## config.mk

```make
export PLATFORM = sky130hd
export DESIGN_NAME = pxaccel_engine
export DESIGN_NICKNAME = d
export VERILOG_FILES = /design/src/rtl/pxa_pkg.sv /design/src/rtl/pxa_decode.sv /design/src/rtl/pxa_pattern_shift.sv /design/src/rtl/pxa_run_ctr.sv /design/src/rtl/pxaccel_engine.sv
export SDC_FILE = /design/constraint.sdc
export NUM_CORES = 1
export LEC_CHECK = 0
export CORE_ASPECT_RATIO = 0.9
export CORE_UTILIZATION = 35
export CTS_BUF_LIST = sky130_fd_sc_hd__clkbuf_8 sky130_fd_sc_hd__clkbuf_16
export DETAILED_ROUTE_END_ITERATION = 8
export PLACE_DENSITY = 0.63
export SYNTH_ARGS = -nofsm -noshare
export SYNTH_HDL_FRONTEND = slang
export SYNTH_SLANG_ARGS = --single-unit
```

## constraint.sdc

```tcl
create_clock -name clk -period 3.2 [get_ports clk]
set_clock_uncertainty 0.05 [all_clocks]
set_input_delay 0.64 -clock clk [delete_from_list [all_inputs] [get_ports clk]]
set_output_delay 0.64 -clock clk [all_outputs]
set_load 0.03 [all_outputs]
```

## src/rtl/pxa_pkg.sv

```systemverilog
package pxa_pkg;
  typedef enum logic [1:0] {
    WIN_COLOUR = 2'd0,
    WIN_PATTERN = 2'd1,
    WIN_RUN = 2'd2,
    WIN_NONE = 2'd3
  } win_e;

  typedef enum logic [2:0] {
    ST_IDLE,
    ST_PAT,
    ST_FILL,
    ST_CRD,
    ST_CWR
  } st_e;

  localparam int DATA_W = 32;
  localparam int SRC_FIELD_W = 24;
endpackage

```

## src/rtl/pxa_decode.sv

```systemverilog
module pxa_decode
  import pxa_pkg::*;
#(
  parameter int ADDR_W = 32,
  parameter int PIX_AW = 20,
  parameter int LEN_W = 5,
  parameter int WIN_LSB = 24
) (
  input  logic [ADDR_W-1:0] cmd_addr,
  input  logic [DATA_W-1:0] cmd_data,
  output win_e              win,
  output logic [PIX_AW-1:0] dst_pix,
  output logic [PIX_AW-1:0] src_pix,
  output logic [LEN_W-1:0]  len_m1,
  output logic              is_fill
);
  logic unused_dec;

  assign win     = win_e'(cmd_addr[WIN_LSB +: 2]);
  assign dst_pix = cmd_addr[3 +: PIX_AW];
  assign src_pix = cmd_data[PIX_AW-1:0];
  assign len_m1  = cmd_data[SRC_FIELD_W +: LEN_W];
  assign is_fill = &cmd_data[SRC_FIELD_W-1:0];
  assign unused_dec = ^{cmd_addr, cmd_data};
endmodule

```

## src/rtl/pxa_pattern_shift.sv

```systemverilog
module pxa_pattern_shift #(
  parameter int PAT_W = 32
) (
  input  logic             clk,
  input  logic             rst,
  input  logic             load,
  input  logic             shift,
  input  logic [PAT_W-1:0] pat_in,
  output logic             bit_now
);
  logic [PAT_W-1:0] pat_q;

  always_ff @(posedge clk) begin
    if (rst) pat_q <= '0;
    else if (load) pat_q <= pat_in;
    else if (shift) pat_q <= {pat_q[PAT_W-2:0], 1'b0};
  end

  assign bit_now = pat_q[PAT_W-1];
endmodule

```

## src/rtl/pxa_run_ctr.sv

```systemverilog
module pxa_run_ctr #(
  parameter int PIX_AW = 20,
  parameter int LEN_W = 5
) (
  input  logic              clk,
  input  logic              rst,
  input  logic              load,
  input  logic              step,
  input  logic [PIX_AW-1:0] dst_in,
  input  logic [PIX_AW-1:0] src_in,
  input  logic [LEN_W-1:0]  rem_in,
  output logic [PIX_AW-1:0] dst_cur,
  output logic [PIX_AW-1:0] src_cur,
  output logic              last
);
  logic [LEN_W-1:0] rem_q;

  always_ff @(posedge clk) begin
    if (rst) begin
      dst_cur <= '0;
      src_cur <= '0;
      rem_q   <= '0;
    end else if (load) begin
      dst_cur <= dst_in;
      src_cur <= src_in;
      rem_q   <= rem_in;
    end else if (step) begin
      dst_cur <= dst_cur + 1'b1;
      src_cur <= src_cur + 1'b1;
      rem_q   <= rem_q - 1'b1;
    end
  end

  assign last = (rem_q == '0);
endmodule

```

## src/rtl/pxaccel_engine.sv

```systemverilog
module pxaccel_engine
  import pxa_pkg::*;
#(
  parameter int ADDR_W = 32,
  parameter int PIX_AW = 20,
  parameter int PIX_W = 8,
  parameter int PAT_W = 32,
  parameter int WIN_LSB = 24
) (
  input  logic              clk,
  input  logic              rst,
  input  logic              cmd_valid,
  output logic              cmd_ready,
  input  logic              cmd_we,
  input  logic [ADDR_W-1:0] cmd_addr,
  input  logic [31:0]       cmd_data,
  output logic              rsp_valid,
  output logic [31:0]       rsp_data,
  output logic              busy,
  output logic              mem_req,
  output logic              mem_we,
  output logic [PIX_AW-1:0] mem_addr,
  output logic [PIX_W-1:0]  mem_wdata,
  input  logic [PIX_W-1:0]  mem_rdata
);
  localparam int LEN_W = $clog2(PAT_W);

  st_e               state;
  logic [PIX_W-1:0]  colour_q;
  win_e              win;
  logic [PIX_AW-1:0] dst_pix, src_pix, dst_cur, src_cur;
  logic [LEN_W-1:0]  len_m1, rem_ld;
  logic              is_fill, last, pat_bit;
  logic              accept, wr_acc, start_op, step;

  assign accept   = cmd_valid && cmd_ready;
  assign wr_acc   = accept && cmd_we;
  assign start_op = wr_acc && (win == WIN_PATTERN || win == WIN_RUN);
  assign step     = (state == ST_PAT) || (state == ST_FILL) || (state == ST_CWR);
  assign rem_ld   = (win == WIN_PATTERN) ? LEN_W'(PAT_W - 1) : len_m1;

  pxa_decode #(
    .ADDR_W(ADDR_W), .PIX_AW(PIX_AW), .LEN_W(LEN_W), .WIN_LSB(WIN_LSB)
  ) u_dec (
    .cmd_addr(cmd_addr), .cmd_data(cmd_data), .win(win), .dst_pix(dst_pix),
    .src_pix(src_pix), .len_m1(len_m1), .is_fill(is_fill)
  );

  pxa_pattern_shift #(.PAT_W(PAT_W)) u_pat (
    .clk(clk), .rst(rst), .load(wr_acc && win == WIN_PATTERN),
    .shift(state == ST_PAT), .pat_in(cmd_data[PAT_W-1:0]), .bit_now(pat_bit)
  );

  pxa_run_ctr #(.PIX_AW(PIX_AW), .LEN_W(LEN_W)) u_run (
    .clk(clk), .rst(rst), .load(start_op), .step(step), .dst_in(dst_pix),
    .src_in(src_pix), .rem_in(rem_ld), .dst_cur(dst_cur), .src_cur(src_cur),
    .last(last)
  );

  always_ff @(posedge clk) begin
    if (rst) begin
      state     <= ST_IDLE;
      colour_q  <= '0;
      rsp_valid <= 1'b0;
    end else begin
      rsp_valid <= accept && !cmd_we;
      case (state)
        ST_IDLE: begin
          if (wr_acc) begin
            case (win)
              WIN_COLOUR:  colour_q <= cmd_data[PIX_W-1:0];
              WIN_PATTERN: state <= ST_PAT;
              WIN_RUN:     state <= is_fill ? ST_FILL : ST_CRD;
              default:     state <= ST_IDLE;
            endcase
          end
        end
        ST_PAT:  if (last) state <= ST_IDLE;
        ST_FILL: if (last) state <= ST_IDLE;
        ST_CRD:  state <= ST_CWR;
        ST_CWR:  state <= last ? ST_IDLE : ST_CRD;
        default: state <= ST_IDLE;
      endcase
    end
  end

  always_comb begin
    mem_req   = 1'b0;
    mem_we    = 1'b0;
    mem_addr  = dst_cur;
    mem_wdata = colour_q;
    case (state)
      ST_PAT:  begin mem_req = pat_bit; mem_we = 1'b1; end
      ST_FILL: begin mem_req = 1'b1;    mem_we = 1'b1; end
      ST_CRD:  begin mem_req = 1'b1;    mem_addr = src_cur; end
      ST_CWR:  begin mem_req = 1'b1;    mem_we = 1'b1; mem_wdata = mem_rdata; end
      default: ;
    endcase
  end

  assign busy      = (state != ST_IDLE);
  assign cmd_ready = !busy;
  assign rsp_data  = '0;

  a_r3_pat_addr_step: assert property (@(posedge clk) disable iff (rst)
    (state == ST_PAT && $past(state == ST_PAT)) |-> mem_addr == $past(mem_addr) + 1'b1);
  a_r6_read_then_write: assert property (@(posedge clk) disable iff (rst)
    (mem_req && !mem_we) |=> (mem_req && mem_we));
  a_r7_rsp_after_read: assert property (@(posedge clk) disable iff (rst)
    rsp_valid |-> $past(cmd_valid && cmd_ready && !cmd_we));
  a_r8_start_needs_accept: assert property (@(posedge clk) disable iff (rst)
    $rose(busy) |-> $past(cmd_valid && cmd_ready && cmd_we));
  a_r9_colour_hold: assert property (@(posedge clk) disable iff (rst)
    busy |=> $stable(colour_q));
endmodule

```

==> flow_metrics.tcl, run 1 <==
set metrics [dict create \
    worstMarginPinSlew_ns 0.777 \
    dp_cells 884 \
    ant_nets 0 \
    avgSynthCellArea_um2 8.15 \
    firstDrtPassIters 6 \
    drv_slew 0 \
    hpwl_um 10200 \
    routed_via_density 5.35 \
    period_share 0.959 \
    start_kind "register" \
    dieArea_um2 14900 \
    clk_pin_slew_ns 0.06 \
    core-area_um2 14100 \
    pre_cts_ws_ns 0.166 \
    most-common-layout-cells "clkdlybuf4s50_1 (95), dfxtp_1 (88), nand2_1 (83)" \
    slew_headroom 0.475 \
    multi_input_area_um2 2930 \
    wl_met1_um 6910 \
    rr_startpoint "state[1]" \
    cap_violations 0 \
    reg2reg_to "u_run.src_cur[18]" \
    initial_utilization 0.358 \
    synth.yosys.seq_area_share 0.354 \
    register_area_um2 1780 \
    gp_congestion 0.876 \
    ioPinCount 141 \
    grt_overflow_total 0 \
    h-tree-depth 3 \
    rsz0062_at_grt "no" \
    synth_cell_types 60 \
    grt_first_pass_wirelength_um 22800 \
    die_h_um 116 \
    finalSetupTns_ns 0 \
    async_reset_ff_frac 0 \
    antenna_cells 0 \
    period_needed_ns 3.07 \
    drt_iter0_drc 447 \
    leakage_nw 2.31 \
    route.met2.wl_um 6280 \
    fmax_mhz 326 \
    reg2regPathDepth 8 \
    netlist_area_um2 5040 \
    grt_antenna_before_repair 0 \
    ys.flop_type "dfxtp_1" \
    cts_root_buffer "clkbuf_16" \
    io_buffer_count 98 \
    path_max_fanout 23 \
    yosys.area.top_type "dfxtp_1" \
    drc_errors 0 \
    cts_buffers 9 \
    power.density_nw_per_um2 466 \
    worst_slack_ns 0.131 \
    netlist.area_leader.share 0.354 \
    wl_um 14500 \
    worst_ir_drop_vdd_uv 293 \
    status "finished clean" \
    rows 41 \
    synth_edf_count 0 \
    min_path_cells 2 \
    fillers 1377 \
    syn_inst 618 \
    crit_type "register to primary output" \
    hold_viol 0 \
    cp_data_required_time_ns 2.51 \
    grt.total_usage 0.195 \
    hold_class "register to register" \
    synth_warnings 0 \
    drive_above_1_share 0.113 \
    fin_nets 785 \
    setup_viol 0 \
    cts_buffer_depth 2 \
    critPathCaptureType "primary output" \
    ys_ff_latch 89 \
    clk_latency_ns 0.35 \
    wl_per_cell_um 16.1 \
    cts_sinks 89 \
    cp_data_arrival_time_ns 2.38 \
    cts_setup_buffers 0 \
    min_to "u_pat.pat_q[30]" \
    die_x_um 128 \
    fin_cells 900 \
    syn2layout_area_growth_pct 28.1 \
    vias 4815 \
    synth_area_leaders "dfxtp_1 (35%), nand2_1 (6.2%), nor2_1 (6.1%)" \
    grt_max_degree 62 \
    layout_commonest_cell "clkdlybuf4s50_1" \
    reg2reg_slack_ns 0.86 \
    cts_tree "yes" \
    wl_met3_um 1110 \
    routed.top_layer "met4" \
    min_from "u_pat.pat_q[30]" \
    grt_pass1_vias 4482 \
]
-- layer usage --
layer  track usage  vias to the layer above
met1         0.267                     2242
met5             0                        -
met3        0.0434                       20
met2         0.306                      220
li1              -                     2333
met4        0.0541                        0
-- per-stage QoR --
stage / power [mW] / instance area (um^2) / utilization / hold slack [ns]
floorplan: 1.67 / 5150 / - / 0.398
global placement: 1.89 / 6140 / 0.437 / 0.405
detailed placement: 1.90 / 6140 / 0.437 / 0.417
CTS: 3.03 / 6450 / 0.459 / 0.426
global route: 3.13 / 6450 / 0.459 / 0.447
finish: 3.01 / 6450 / 0.459 / 0.420
-- cell type report --
class                   instances  share of cell area
clock buffers                  12              0.0413
clock inverters                 4             0.00756
inverters                       9             0.00524
multi-input cells             478               0.454
flip-flops and latches         89               0.276
well taps                     193              0.0374
repair buffers                115               0.178
-- critical path: stages, from the launching register on --
cell and delay [ns]:
dfxtp_1 0.54, buf_4 0.23, nand3b_1 0.08, buf_4 0.23, mux2_2 0.28, clkdlybuf4s50_1 0.67
-- cell usage after synthesis (2+ instances only) --
master and count:
o211ai_2 2, nand2_1 83, inv_2 2, a31oi_1 4, nor4b_1 2, mux2_2 27
and4_1 5, xor2_1 9, buf_2 10, o211ai_1 2, nand4b_1 2, o21ai_0 9
or4_1 2, mux2i_1 10, nand4_1 18, a21oi_1 19, buf_1 2, a221oi_1 3
inv_1 7, or3_1 3, a22oi_1 5, nor3_1 23, nand3_1 20, xnor2_1 13
a2bb2oi_1 3, ha_1 7, or2_2 4, nor4_1 9, clkbuf_1 29, nor2_1 82
dfxtp_1 89, and2_1 3, a211oi_1 21, a2111oi_0 3, buf_4 32, a311oi_1 30
-- flip-flops by register name, summed over array words and instances, names as in the netlist --
name and count:
state 3, u_pat.pat_q 32, u_run.dst_cur 20, u_run.src_cur 20
rsp_valid 1, u_run.rem_q 5, colour_q 8
-- kinds of logic after synthesis --
kind of cell | after synthesis | share of synthesized area
AND/OR/NAND/NOR | 267 | 0.253
XOR/XNOR | 23 | 0.0415
AO/OA/AOI/OAI | 111 | 0.164
adder cells (fa/ha/maj) | 7 | 0.0174
other | 1 | 0.000745
buffers and inverters | 82 | 0.0875
multiplexers | 38 | 0.0825
flip-flops | 89 | 0.354
-- repair_timing --
action | 4_1_cts | 5_1_grt
setup endpoints to repair | 0 | 11
gates resized for setup | 0 | 1
hold buffers | 0 | 0
-- report_power, final --
group          internal, mW  total, mW  switching [mW]
clock                 0.670       1.12           0.451
combinational         0.263      0.632           0.369
sequential             1.18       1.25          0.0755
-- worst max path at each step --
stage                 start           end  slack (ns)  cells after the start
3_3_place_gp   cmd_addr[25]      state[0]        0.21                      8
3_5_place_dp   cmd_addr[25]      state[0]        0.17                      8
6_report           state[1]  mem_addr[13]        0.13                      5
4_1_cts            state[2]   mem_addr[6]        0.06                      4
5_1_grt            state[1]   mem_addr[0]        0.02                      5
2_1_floorplan      state[0]  mem_addr[12]        0.75                      4
No activity file was read; power rests on OpenSTA's default activity.
==> inputs of run 2 (changes only) <==
--- a/config.mk
+++ b/config.mk
@@ -6,10 +6,10 @@
 export NUM_CORES = 1
 export LEC_CHECK = 0
 export CORE_ASPECT_RATIO = 0.9
-export CORE_UTILIZATION = 35
+export CORE_UTILIZATION = 52
 export CTS_BUF_LIST = sky130_fd_sc_hd__clkbuf_8 sky130_fd_sc_hd__clkbuf_16
 export DETAILED_ROUTE_END_ITERATION = 8
-export PLACE_DENSITY = 0.63
+export PLACE_DENSITY = 0.87
 export SYNTH_ARGS = -nofsm -noshare
 export SYNTH_HDL_FRONTEND = slang
 export SYNTH_SLANG_ARGS = --single-unit
==> run 2 against run 1 <==
Against the previous run: critical path depth decreased by 1; non-clock buffer count up 3; cell count is 7.7% lower; largest power group unchanged; core utilization grew 21 points; flip-flop and latch count is the same; first-iteration DRC count is 23% lower; hold slack better by 0.0039 ns; sequential share of layout area is 1.0 points higher; fmax is 3.5% higher; sequential power hardly changed; power is 12% lower; highest routed layer unchanged; count of clock-buffer cells in the layout down 3.
==> flow_metrics.tcl, run 2 (same netlist as run 1, synthesis figures left out) <==
set metrics [dict create \
    grt_max_degree 90 \
    core-area_um2 9250 \
    stdcell_area_um2 6230 \
    die_h_um 95.4 \
    reg2regPathDepth 7 \
    power.density_nw_per_um2 423 \
    syn2layout_area_growth_pct 23.8 \
    wl_per_cell_um 16.8 \
    reg2reg_slack_ns 1.00 \
    path_max_fanout 23 \
    finalSetupTns_ns 0 \
    rsz0062_at_grt "no" \
    cts_buffers 9 \
    largest_reg_flops 32 \
    placedInstanceArea_um2 6040 \
    cts_sinks 89 \
    period_needed_ns 2.96 \
    h-tree-depth 3 \
    io_buffer_count 98 \
    cp_data_arrival_time_ns 2.27 \
    rr_startpoint "state[1]" \
    fin_nets 788 \
    crit_type "register to primary output" \
    reg2reg_to "u_run.src_cur[18]" \
    antenna_cells 0 \
    firstDrtPassIters 5 \
    die_x_um 106 \
    gp_congestion 0.917 \
    initial_utilization 0.545 \
    reg_top3 "u_pat.pat_q x32, u_run.dst_cur x20, u_run.src_cur x20" \
    hold_class "register to register" \
    drv_slew 0 \
    drt_iter0_drc 342 \
    clk_pin_slew_ns 0.09 \
    fmax_mhz 337 \
    cts_setup_buffers 0 \
    grt_overflow_total 0 \
    layout_commonest_cell "clkdlybuf4s50_1" \
    crit_start "state[2]" \
    period_share 0.926 \
    cap_violations 0 \
    drive_above_1_share 0.113 \
    drc_errors 0 \
    worstMarginPinSlew_ns 1.02 \
    fin_hold_ws_ns 0.424 \
    grt_antenna_before_repair 0 \
    ant_nets 0 \
    endpoint "mem_addr[1]" \
    cts_buffer_depth 2 \
    grt.total_usage 0.288 \
    cp_data_required_time_ns 2.51 \
    grt_pass1_vias 4772 \
    grt_first_pass_wirelength_um 22900 \
    largest_register "u_pat.pat_q" \
    leakage_nw 2.24 \
    status "finished clean" \
    rows 33 \
    vias 4938 \
    dieArea_um2 10100 \
    hold_viol 0 \
    ioPinCount 141 \
    setup_viol 0 \
    clk_latency_ns 0.36 \
    slew_headroom 0.317 \
    start_kind "register" \
    cts_tree "yes" \
    wl_um 14000 \
    critPathCaptureType "primary output" \
    cts_root_buffer "clkbuf_8" \
    hpwl_um 9930 \
    routed_via_density 5.94 \
    most-common-layout-cells "clkdlybuf4s50_1 (95), dfxtp_1 (87), nand2_1 (83)" \
    worst_ir_drop_vdd_uv 217 \
]
[run 2: metal layers]
layer	vias to the layer above	GRT usage	part of all wire
li1	2350	-	-
met1	2320	0.364	0.43
met2	246	0.486	0.47
met3	22	0.0615	0.081
met4	0	0.105	0.017
met5	-	0	0
[run 2: how the worst min path moves through the flow]
stage,startpoint,endpoint,slack (ns),cells after the start
after floorplan,u_pat.pat_q[0],u_pat.pat_q[0],0.40,2
after global placement,u_pat.pat_q[0],u_pat.pat_q[0],0.41,2
after detailed placement,u_pat.pat_q[22],u_pat.pat_q[22],0.41,2
after CTS,u_pat.pat_q[22],u_pat.pat_q[22],0.42,2
after global routing,u_pat.pat_q[19],u_pat.pat_q[20],0.46,2
final,u_pat.pat_q[22],u_pat.pat_q[22],0.42,2
[run 2: where the power goes]
part           switching (mW)  internal (mW)
logic                   0.367          0.260
clock network           0.399          0.354
registers              0.0776           1.18
total                   0.843           1.79
[run 2: what timing repair did]
| item | in CTS | in global routing |
|---|---|---|
| hold buffers | 0 | 0 |
| gates resized for setup | 0 | 2 |
| setup endpoints to repair | 0 | 18 |
[run 2: critical path: stages (launching register included)]
cell,delay (ns)
dfxtp_2,0.50
nand3b_1,0.15
buf_4,0.28
mux2_2,0.39
clkdlybuf4s50_1,0.60
[run 2: final cells by class]
| cell class | count | area (um^2) |
|---|---|---|
| flip-flops and latches | 89 | 1780 |
| well taps | 122 | 153 |
| repair buffers | 118 | 1150 |
| clock inverters | 6 | 61.3 |
| clock buffers | 9 | 124 |
| multi-input cells | 478 | 2930 |
| fillers | 760 | 3020 |
| inverters | 9 | 33.8 |
[run 2: metrics by stage]
| stage | power [mW] | std cells | setup WS [ns] | util |
|---|---|---|---|---|
| 2_1_floorplan | 1.67 | 649 | 0.746 | - |
| 3_3_place_gp | 1.87 | 816 | 0.257 | 0.654 |
| 3_5_place_dp | 1.89 | 816 | 0.276 | 0.654 |
| 4_1_cts | 2.63 | 831 | 0.0638 | 0.674 |
| 5_1_grt | 2.75 | 831 | 0.155 | 0.674 |
| 6_report | 2.63 | 831 | 0.235 | 0.674 |
==> inputs of run 3 (changes only) <==
--- a/config.mk
+++ b/config.mk
@@ -6,10 +6,11 @@
 export NUM_CORES = 1
 export LEC_CHECK = 0
 export CORE_ASPECT_RATIO = 0.9
-export CORE_UTILIZATION = 52
+export CORE_UTILIZATION = 55
 export CTS_BUF_LIST = sky130_fd_sc_hd__clkbuf_8 sky130_fd_sc_hd__clkbuf_16
 export DETAILED_ROUTE_END_ITERATION = 8
-export PLACE_DENSITY = 0.87
+export DONT_BUFFER_PORTS = 1
+export PLACE_DENSITY = 0.71
 export SYNTH_ARGS = -nofsm -noshare
 export SYNTH_HDL_FRONTEND = slang
 export SYNTH_SLANG_ARGS = --single-unit
==> constraint.sdc (replaced) <==
create_clock -name clk -period 3.2 [get_ports clk]
set_clock_uncertainty 0.05 [all_clocks]
set_input_delay 0.32 -clock clk [delete_from_list [all_inputs] [get_ports clk]]
set_output_delay 0.32 -clock clk [all_outputs]
set_load 0.03 [all_outputs]
==> run 3 against run 2 <==
Against the previous run: register-to-register slack got worse by 0.23 ns; via count fell by 9.8%; hold slack got worse by 0.37 ns; first-iteration DRC count fell by 27%; clock power rose by 14%; flip-flop and latch count did not move; final area fell by 16%; core utilization fell by 7.2 points; critical path type is now register to register.
==> flow_metrics.tcl, run 3 (same netlist as run 1, synthesis figures left out) <==
set metrics [dict create \
    status "finished clean" \
    largest_reg_flops 32 \
    cts_root_buffer "clkbuf_8" \
    dieArea_um2 9540 \
    power.density_nw_per_um2 492 \
    io_buffer_count 0 \
    syn2layout_area_growth_pct 4.35 \
    fillers 840 \
    clk_pin_slew_ns 0.10 \
    fin_nets 686 \
    grt_max_degree 90 \
    crit_type "register to register" \
    h-tree-depth 3 \
    drc_errors 0 \
    cp_data_arrival_time_ns 2.65 \
    fin_hold_ws_ns 0.0506 \
    drt_iter0_drc 250 \
    stdcell_area_um2 5260 \
    placedInstanceArea_um2 5000 \
    setup_viol 0 \
    die_x_um 103 \
    grt_first_pass_wirelength_um 20900 \
    firstDrtPassIters 5 \
    ioPinCount 141 \
    finalSetupTns_ns 0 \
    rows 32 \
    initial_utilization 0.577 \
    core-area_um2 8730 \
    period_share 0.758 \
    cts_tree "yes" \
    layout_commonest_cell "dfxtp_1" \
    cts_sinks 89 \
    dp_cells 709 \
    wl_per_cell_um 18.2 \
    most-common-layout-cells "dfxtp_1 (89), nand2_1 (83), nor2_1 (82)" \
    grt_antenna_before_repair 0 \
    cts_buffers 9 \
    clk_latency_ns 0.37 \
    hpwl_um 9290 \
    cts_buffer_depth 2 \
    cp_data_required_time_ns 3.42 \
    grt_pass1_vias 4208 \
    hold_class "input pin to register" \
    p_total_mw 2.59 \
    reg_top3 "u_pat.pat_q x32, u_run.dst_cur x20, u_run.src_cur x20" \
    hold_viol 0 \
    ant_nets 0 \
    antenna_cells 0 \
    leakage_nw 1.86 \
    drv_slew 0 \
    path_max_fanout 36 \
    cts_resized 0 \
    postCtsHoldBufs 2 \
    gp_congestion 0.855 \
    rsz0062_at_grt "no" \
    fin_cells 727 \
    drive_above_1_share 0.120 \
    start_kind "register" \
    largest_register "u_pat.pat_q" \
    worstMarginPinSlew_ns 0.719 \
    wl_um 13200 \
    fmax_mhz 412 \
    grt_overflow_total 0 \
    slew_headroom 0.519 \
    worst_ir_drop_vdd_uv 273 \
    critPathCaptureType "register" \
    period_needed_ns 2.43 \
    routed_via_density 6.12 \
    cts_setup_buffers 0 \
    die_h_um 92.8 \
    grt.total_usage 0.284 \
    cap_violations 0 \
    vias 4452 \
]
==> run 3: cell count changes in the layout (fill, tap and decap cells not counted), moves of 2 or more <==
cell             delta
buf_12              -2
dfxtp_1             +2
dfxtp_2             -2
clkdlybuf4s50_1    -95
buf_4               -6
==> run 3: routing by layer <==
layer | GRT usage | part of all wire | up-vias
met1 | 0.350 | 0.42 | 2125
met3 | 0.0672 | 0.080 | 22
met5 | 0 | 0 | -
met4 | 0.0951 | 0.017 | 0
met2 | 0.482 | 0.49 | 169
li1 | - | - | 2136
==> run 3: layout make-up <==
cell class,instances,area (um^2),share of cell area
Clock buffer,9,124,0.0236
Clock inverter,7,93.8,0.0179
Inverter,9,33.8,0.00643
Multi-Input combinational cell,478,2930,0.558
Sequential cell,89,1780,0.339
Tap cell,119,149,0.0283
Timing Repair Buffer,16,143,0.0271
==> run 3: path summary, 6_finish.rpt <==
| path | start | end | slack, ns | cells past startpoint |
|---|---|---|---|---|
| worst max-delay path | state[1] | u_run.dst_cur[11] | 0.77 | 7 |
| worst min-delay path | cmd_data[17] | u_run.src_cur[17] | 0.05 | 2 |
| worst max register to register | state[1] | u_run.dst_cur[11] | 0.77 | 7 |
| worst min register to register | u_pat.pat_q[22] | u_pat.pat_q[22] | 0.42 | 2 |
==> run 3: power breakdown <==
group          internal [mW]  total [mW]  switching (mW)
logic                  0.150       0.468           0.317
registers               1.18        1.26          0.0836
clock network          0.442       0.858           0.416
total                   1.77        2.59           0.817
==> run 3: worst max-delay path: stages, from the launching register on <==
cell     delay [ns]
dfxtp_1        0.68
nor3_4         0.05
buf_4          0.20
inv_2          0.19
or2_2          0.62
buf_4          0.28
nor2_1         0.05
nor4_1         0.22
==> run 3: stage by stage <==
stage | util | setup WS (ns)
4_1_cts | 0.602 | 0.767
2_1_floorplan | - | 1.07
5_1_grt | 0.602 | 0.502
3_5_place_dp | 0.573 | 0.785
6_report | 0.602 | 0.773
3_3_place_gp | 0.573 | 0.835
